==> config.mk <==
export PLATFORM = sky130hd
export DESIGN_NAME = sfifo_core
export DESIGN_NICKNAME = d
export VERILOG_FILES = /design/src/rtl/sfifo_pkg.sv /design/src/rtl/sfifo_ptr.sv /design/src/rtl/sfifo_mem.sv /design/src/rtl/sfifo_ctrl.sv /design/src/rtl/sfifo_core.sv
export SDC_FILE = /design/constraint.sdc
export NUM_CORES = 1
export LEC_CHECK = 0
export ABC_CLOCK_PERIOD_IN_PS = 3000
export CAP_MARGIN = 10
export CELL_PAD_IN_SITES_DETAIL_PLACEMENT = 1
export CELL_PAD_IN_SITES_GLOBAL_PLACEMENT = 2
export CORE_AREA = 2 2 128 130
export DETAILED_ROUTE_END_ITERATION = 6
export DIE_AREA = 0 0 130 132
export PLACE_DENSITY = 0.84
export SLEW_MARGIN = 20
export SYNTH_ARGS = -nofsm -noshare
export SYNTH_HDL_FRONTEND = slang
export SYNTH_SLANG_ARGS = --single-unit
==> constraint.sdc <==
create_clock -name clk -period 3 [get_ports clk]
set_input_delay 0.3 -clock clk [delete_from_list [all_inputs] [get_ports clk]]
set_output_delay 0.3 -clock clk [all_outputs]
set_load 0.005 [all_outputs]
==> src/rtl/sfifo_pkg.sv <==
package sfifo_pkg;
    typedef enum logic [1:0] {
        OCC_EMPTY = 2'd0,
        OCC_PART  = 2'd1,
        OCC_FULL  = 2'd2
    } occ_state_e;

    typedef enum logic {
        SIDE_WR = 1'b0,
        SIDE_RD = 1'b1
    } side_e;
endpackage

==> src/rtl/sfifo_ptr.sv <==
module sfifo_ptr #(
    parameter int AW = 4
) (
    input  logic          clk,
    input  logic          rst_n,
    input  logic          step,
    output logic [AW-1:0] ptr
);
    always_ff @(posedge clk or negedge rst_n) begin
        if (!rst_n) ptr <= '0;
        else if (step) ptr <= ptr + 1'b1;
    end

    // pointer moves by exactly one per accepted operation, wrapping
    a_r9_ptr_step: assert property (@(posedge clk) disable iff (!rst_n)
        step |=> (ptr == $past(ptr) + 1'b1));
    a_r9_ptr_hold: assert property (@(posedge clk) disable iff (!rst_n)
        !step |=> $stable(ptr));
endmodule

==> src/rtl/sfifo_mem.sv <==
module sfifo_mem #(
    parameter int DW = 8,
    parameter int AW = 4
) (
    input  logic          clk,
    input  logic          rst_n,
    input  logic          we,
    input  logic [AW-1:0] waddr,
    input  logic [DW-1:0] wdata,
    input  logic          re,
    input  logic [AW-1:0] raddr,
    output logic [DW-1:0] rdata
);
    localparam int DEPTH = 1 << AW;

    logic [DW-1:0] store [DEPTH];

    always_ff @(posedge clk) begin
        if (we) store[waddr] <= wdata;
    end

    always_ff @(posedge clk or negedge rst_n) begin
        if (!rst_n) rdata <= '0;
        else if (re) rdata <= store[raddr];
    end
endmodule

==> src/rtl/sfifo_ctrl.sv <==
module sfifo_ctrl
    import sfifo_pkg::*;
#(
    parameter int AW         = 4,
    parameter int AFULL_LVL  = 12,
    parameter int AEMPTY_LVL = 3
) (
    input  logic clk,
    input  logic rst_n,
    input  logic wr_en,
    input  logic rd_en,
    output logic wr_ok,
    output logic rd_ok,
    output logic full,
    output logic empty,
    output logic almost_full,
    output logic almost_empty,
    output logic wr_err,
    output logic rd_err
);
    localparam int DEPTH = 1 << AW;
    localparam int CW    = AW + 1;
    localparam logic [CW-1:0] DEPTH_C = CW'(DEPTH);
    localparam logic [CW-1:0] AF_C    = CW'(AFULL_LVL);
    localparam logic [CW-1:0] AE_C    = CW'(AEMPTY_LVL);

    occ_state_e    state_q, state_d;
    logic [CW-1:0] occ_q, occ_d;
    logic          wr_rej, rd_rej;

    // acceptance decode
    always_comb begin
        rd_ok  = rd_en && (state_q != OCC_EMPTY);
        wr_ok  = wr_en && ((state_q != OCC_FULL) || rd_en);
        wr_rej = wr_en && !wr_ok;
        rd_rej = rd_en && !rd_ok;
    end

    // next occupancy and next state
    always_comb begin
        unique case ({wr_ok, rd_ok})
            2'b10:   occ_d = occ_q + 1'b1;
            2'b01:   occ_d = occ_q - 1'b1;
            default: occ_d = occ_q;
        endcase

        state_d = state_q;
        unique case (state_q)
            OCC_EMPTY: begin
                if (wr_ok) state_d = (occ_d == DEPTH_C) ? OCC_FULL : OCC_PART;
            end
            OCC_PART: begin
                if (occ_d == '0)          state_d = OCC_EMPTY;
                else if (occ_d == DEPTH_C) state_d = OCC_FULL;
            end
            OCC_FULL: begin
                if (occ_d != DEPTH_C) state_d = (occ_d == '0) ? OCC_EMPTY : OCC_PART;
            end
            default: state_d = OCC_EMPTY;
        endcase
    end

    // state register
    always_ff @(posedge clk or negedge rst_n) begin
        if (!rst_n) begin
            state_q <= OCC_EMPTY;
            occ_q   <= '0;
        end else begin
            state_q <= state_d;
            occ_q   <= occ_d;
        end
    end

    // output register: flags from next-state values, no added latency
    always_ff @(posedge clk or negedge rst_n) begin
        if (!rst_n) begin
            full         <= 1'b0;
            empty        <= 1'b1;
            almost_full  <= 1'b0;
            almost_empty <= 1'b1;
            wr_err       <= 1'b0;
            rd_err       <= 1'b0;
        end else begin
            full         <= (state_d == OCC_FULL);
            empty        <= (state_d == OCC_EMPTY);
            almost_full  <= (occ_d >= AF_C);
            almost_empty <= (occ_d <= AE_C);
            wr_err       <= wr_rej;
            rd_err       <= rd_rej;
        end
    end

    // the two end flags never coexist and match the occupancy
    a_r3_excl: assert property (@(posedge clk) disable iff (!rst_n)
        !(full && empty));
    a_r3_empty_occ: assert property (@(posedge clk) disable iff (!rst_n)
        empty == (occ_q == '0));
    a_r3_full_occ: assert property (@(posedge clk) disable iff (!rst_n)
        full == (occ_q == DEPTH_C));
    // warning flags agree with the occupancy at every cycle
    a_r4_af_occ: assert property (@(posedge clk) disable iff (!rst_n)
        almost_full == (occ_q >= AF_C));
    a_r4_ae_occ: assert property (@(posedge clk) disable iff (!rst_n)
        almost_empty == (occ_q <= AE_C));
    // write while full with no read is refused and flagged
    a_r5_no_overflow: assert property (@(posedge clk) disable iff (!rst_n)
        (wr_en && full && !rd_en) |=> (wr_err && full && $stable(occ_q)));
    // empty with both requests
    a_r7_empty_both: assert property (@(posedge clk) disable iff (!rst_n)
        (empty && wr_en && rd_en) |=> (rd_err && !wr_err && !empty));
    // full with both requests
    a_r8_full_both: assert property (@(posedge clk) disable iff (!rst_n)
        (full && wr_en && rd_en) |=> (full && !wr_err && !rd_err));
    // both accepted leaves occupancy where it was
    a_r10_occ_hold: assert property (@(posedge clk) disable iff (!rst_n)
        (wr_ok && rd_ok) |=> $stable(occ_q));
endmodule

==> src/rtl/sfifo_core.sv <==
module sfifo_core
    import sfifo_pkg::*;
#(
    parameter int DW         = 8,
    parameter int AW         = 4,
    parameter int AFULL_LVL  = 12,
    parameter int AEMPTY_LVL = 3
) (
    input  logic          clk,
    input  logic          rst_n,
    input  logic          wr_en,
    input  logic [DW-1:0] wr_data,
    input  logic          rd_en,
    output logic [DW-1:0] rd_data,
    output logic          full,
    output logic          empty,
    output logic          almost_full,
    output logic          almost_empty,
    output logic          wr_err,
    output logic          rd_err,
    output logic [AW-1:0] wr_cnt,
    output logic [AW-1:0] rd_cnt
);
    localparam int NSIDE = 2;

    logic          wr_ok, rd_ok;
    logic [1:0]    side_step;
    logic [AW-1:0] side_ptr [NSIDE];

    sfifo_ctrl #(
        .AW(AW), .AFULL_LVL(AFULL_LVL), .AEMPTY_LVL(AEMPTY_LVL)
    ) u_ctrl (
        .clk(clk), .rst_n(rst_n), .wr_en(wr_en), .rd_en(rd_en),
        .wr_ok(wr_ok), .rd_ok(rd_ok), .full(full), .empty(empty),
        .almost_full(almost_full), .almost_empty(almost_empty),
        .wr_err(wr_err), .rd_err(rd_err)
    );

    assign side_step[SIDE_WR] = wr_ok;
    assign side_step[SIDE_RD] = rd_ok;

    for (genvar g = 0; g < NSIDE; g++) begin : g_ptr
        sfifo_ptr #(.AW(AW)) u_ptr (
            .clk(clk), .rst_n(rst_n), .step(side_step[g]), .ptr(side_ptr[g])
        );
    end

    assign wr_cnt = side_ptr[SIDE_WR];
    assign rd_cnt = side_ptr[SIDE_RD];

    sfifo_mem #(.DW(DW), .AW(AW)) u_mem (
        .clk(clk), .rst_n(rst_n),
        .we(wr_ok), .waddr(wr_cnt), .wdata(wr_data),
        .re(rd_ok), .raddr(rd_cnt), .rdata(rd_data)
    );

    // no accepted read, no change at the output (no fall-through)
    a_r2_out_hold: assert property (@(posedge clk) disable iff (!rst_n)
        (!rd_en || empty) |=> $stable(rd_data));
    // read while empty is flagged and moves nothing
    a_r6_no_underflow: assert property (@(posedge clk) disable iff (!rst_n)
        (rd_en && empty) |=> (rd_err && $stable(rd_cnt) && $stable(rd_data)));
    // refused write leaves the write pointer in place
    a_r5_wptr_hold: assert property (@(posedge clk) disable iff (!rst_n)
        (wr_en && full && !rd_en) |=> $stable(wr_cnt));
endmodule

==> metrics.yaml <==
run_status:
  outcome: "completed"
yosys:
  ys_types: 43
  ys_warn_count: 0
  synthCells: 343
  synth-async-reset-ratio_pct: 18.5
  ys_seq_area_share_pct: 71.9
  synth_top_cell_by_area: "edfxtp_1"
  yosys-top-cells-area: "edfxtp_1 60%, mux4_2 14%, dfrtp_1 11%, nand2_1 2.3%, ha_1 1.6%"
  avgSynthCellArea_um2: 18.5
  yosys-top-cells-count: "128 x edfxtp_1, 40 x mux4_2, 39 x nand2_1"
  syn_nets: 363
  yosysTopAreaCellShare_pct: 60.5
  yosysMostFrequentCell: "edfxtp_1"
  synth_edf_count: 128
  netlist_area_mm2: 0.00636
  synth-seq-cells: 157
  synth_flop_cell: "edfxtp_1"
setup_path:
  crit_arrival_ps: 3070
  cp.required_ps: 3290
  crit_top_cell: "o31ai_1"
  crit_buf_inv: 0
  worstRegToRegCells: 10
  r2r_setup_slack_ps: 220
  crit_chain: "o21ai_4 > nor2_1 > xor2_1 > ha_1 > a21o_1 > and3_1 > o31ai_1 > nand2_1 > o31ai_1 > o211ai_2"
  critical_path_class: "reg -> reg"
  path_max_fanout: 9
  endpoint_kind: "register"
  r2r_end: "u_ctrl.state_q[0]"
  crit-reg2reg-launch: "u_ctrl.state_q[0]"
  start_kind: "register"
  max_stage_delay_ps: 500
  cp_top_family: "compound AO/OA/AOI/OAI gates"
  cp_slowest_cell: "dfrtp_1"
finish:
  design_area_mm2: 0.00771
  final_cells: 634
  final_nets: 425
  syn_to_final_growth_pct: 21.2
  drive_above_1_share_pct: 26.6
  fill_cells: 1499
  antenna_cells: 0
clock_network:
  postCtsSetupRepairBufs: 0
  cts_made_buffers: 17
  root_buffer: "clkbuf_16"
  cts_resized: 0
  clk_path_buf_depth: 2
  h-tree-depth: 4
  path_clk_slew_ps: 70
  clock_latency_ps: 430
  clock_sinks: 157
  cts_hold_buf: 0
  cts_tree: "done"
route:
  via_count: 3360
  wl_per_cell_um: 21.2
  drt_iter0_markers: 283
  drt_wl_total_um: 13400
  drt_pass1_iterations: 4
  via_per_inst: 5.30
  ant_nets: 0
  route.detailed.drc: 0
timing:
  maxSlewHeadroom_pct: 54.8
  tightest_slew_ps: 679
  drv_slew: 0
  finalCriticalPeriod_ps: 2780
  skew_ps: 11.7
  setup_viol: 0
  rsz0062_at_grt: "false"
  clock.fmax_ghz: 0.360
  final_hold_viol_count: 0
  period_share_pct: 92.6
floorplan:
  die_x_um: 130
  die_h_um: 132
  dieArea_mm2: 0.0172
  io_pins: 34
  fp.coreArea_mm2: 0.0157
  start_util_pct: 40.5
  rows: 46
power_and_ir_drop:
  pwr_density_cell_mw_per_mm2: 984
  p_leak_uw: 0.00270
  irDropWorstVdd_mv: 0.469
run:
  drv_cap: 0
placement:
  place_inst: 602
  place.gp.congestion: 0.745
  hpwl_um: 9310
  dpl_cell_area_mm2: 0.00710
  port_buffers: 33
global_route:
  grtUsageTotal_pct: 17.1
  grt_pass1_wl_um: 21300
  grt_max_degree: 37
  grt.overflow.total: 0
  antenna_found_initial: 0
  grt_pass1_vias: 3679
min_path:
  holdCritPathClass: "in -> async"
## kinds of logic after synthesis
kind of cell             Yosys count  synth area share, %
buffers and inverters             24                 1.65
XOR/XNOR                           9                 1.36
AO/OA/AOI/OAI                     21                 2.95
adder cells (fa/ha/maj)            8                 1.57
multiplexers                      41                 14.3
AND/OR/NAND/NOR                   83                 6.20
flip-flops                       157                 71.9
## worst reg2reg max path, stage by stage, from the launching register on
cell and delay (ps):
dfrtp_1 500, o21ai_4 290, nor2_1 100, xor2_1 160, ha_1 230, a21o_1 170, and3_1 180, o31ai_1 290
nand2_1 250, o31ai_1 360, o211ai_2 120
## how the worst max path moves through the flow
| stage | start | end | depth (start not counted) |
|---|---|---|---|
| final | u_ctrl.state_q[0] | u_ctrl.state_q[0] | 10 |
| after detailed placement | rd_en | u_ctrl.state_q[0] | 11 |
| after global routing | u_ctrl.state_q[0] | u_ctrl.state_q[0] | 10 |
| after floorplan | u_ctrl.state_q[0] | u_ctrl.state_q[0] | 11 |
| after global placement | rd_en | u_ctrl.state_q[0] | 10 |
| after CTS | u_ctrl.state_q[0] | u_ctrl.state_q[0] | 10 |
## layout make-up
| type | instances | area [um^2] | area share [%] |
|---|---|---|---|
| tap | 216 | 270 | 3.51 |
| inverter | 7 | 26.3 | 0.341 |
| timing repair buffer | 60 | 546 | 7.08 |
| clock buffer | 17 | 425 | 5.52 |
| sequential | 157 | 4570 | 59.3 |
| clock inverter | 15 | 186 | 2.42 |
| multi-input combinational | 162 | 1680 | 21.8 |
## per-layer routing
layer | global-route usage, % | share of wire [%] | vias to the layer above
li1 | - | - | 1477
met1 | 22.3 | 43 | 1767
met2 | 27.3 | 51 | 99
met3 | 5.15 | 4.8 | 17
met4 | 5.85 | 1.3 | 0
met5 | 0 | 0 | -
## power breakdown
part	internal [uW]	leakage [uW]	switching, uW
combinational	1210	0.000893	1130
sequential	2730	0.00151	310
clock	1270	0.000302	943
## per-stage QoR
stage                     TNS (ps)  utilization [%]  total power [uW]  hold WS (ps)  worst slack, ps
after floorplan                  0                -              4510          4.41              144
after global placement           0             45.2              5280           461              100
after detailed placement     -8.08             45.2              5420           469            -8.08
after CTS                        0             49.1              7660           272              233
after global routing             0             49.1              7970           297             32.5
final                            0             49.1              7590           267              221
## sequential cells by signal (all words and copies together) (netlist names)
name,count
u_ctrl.empty,1
u_ctrl.state_q,2
u_ctrl.wr_err,1
u_ctrl.full,1
u_ctrl.almost_empty,1
u_ctrl.occ_q,5
u_ctrl.almost_full,1
u_mem.store,128
g_ptr.u_ptr.ptr,8
u_ctrl.rd_err,1
u_mem.rdata,8
## placed cells by master (no fill, tap or decap), types with 2 or more instances in the layout
cell | Yosys | final
a21oi_1 | 3 | 3
o31ai_1 | 2 | 2
buf_4 | 0 | 26
clkbuf_16 | 0 | 17
inv_1 | 6 | 6
and3_1 | 3 | 3
clkdlybuf4s50_1 | 0 | 33
nor3_1 | 7 | 7
edfxtp_1 | 128 | 128
dfstp_2 | 2 | 2
a21o_1 | 2 | 2
o21ai_0 | 3 | 3
nor2_1 | 18 | 18
mux4_2 | 40 | 40
nand2_1 | 39 | 39
ha_1 | 8 | 8
inv_6 | 0 | 3
dfrtp_1 | 27 | 26
or4_1 | 3 | 3
inv_8 | 0 | 7
nand4_1 | 2 | 2
xnor2_1 | 7 | 7
nor4_1 | 2 | 2
nor3b_1 | 3 | 3
nand2b_1 | 2 | 2
bufinv_16 | 0 | 2
(Power assumes the default switching activity.)
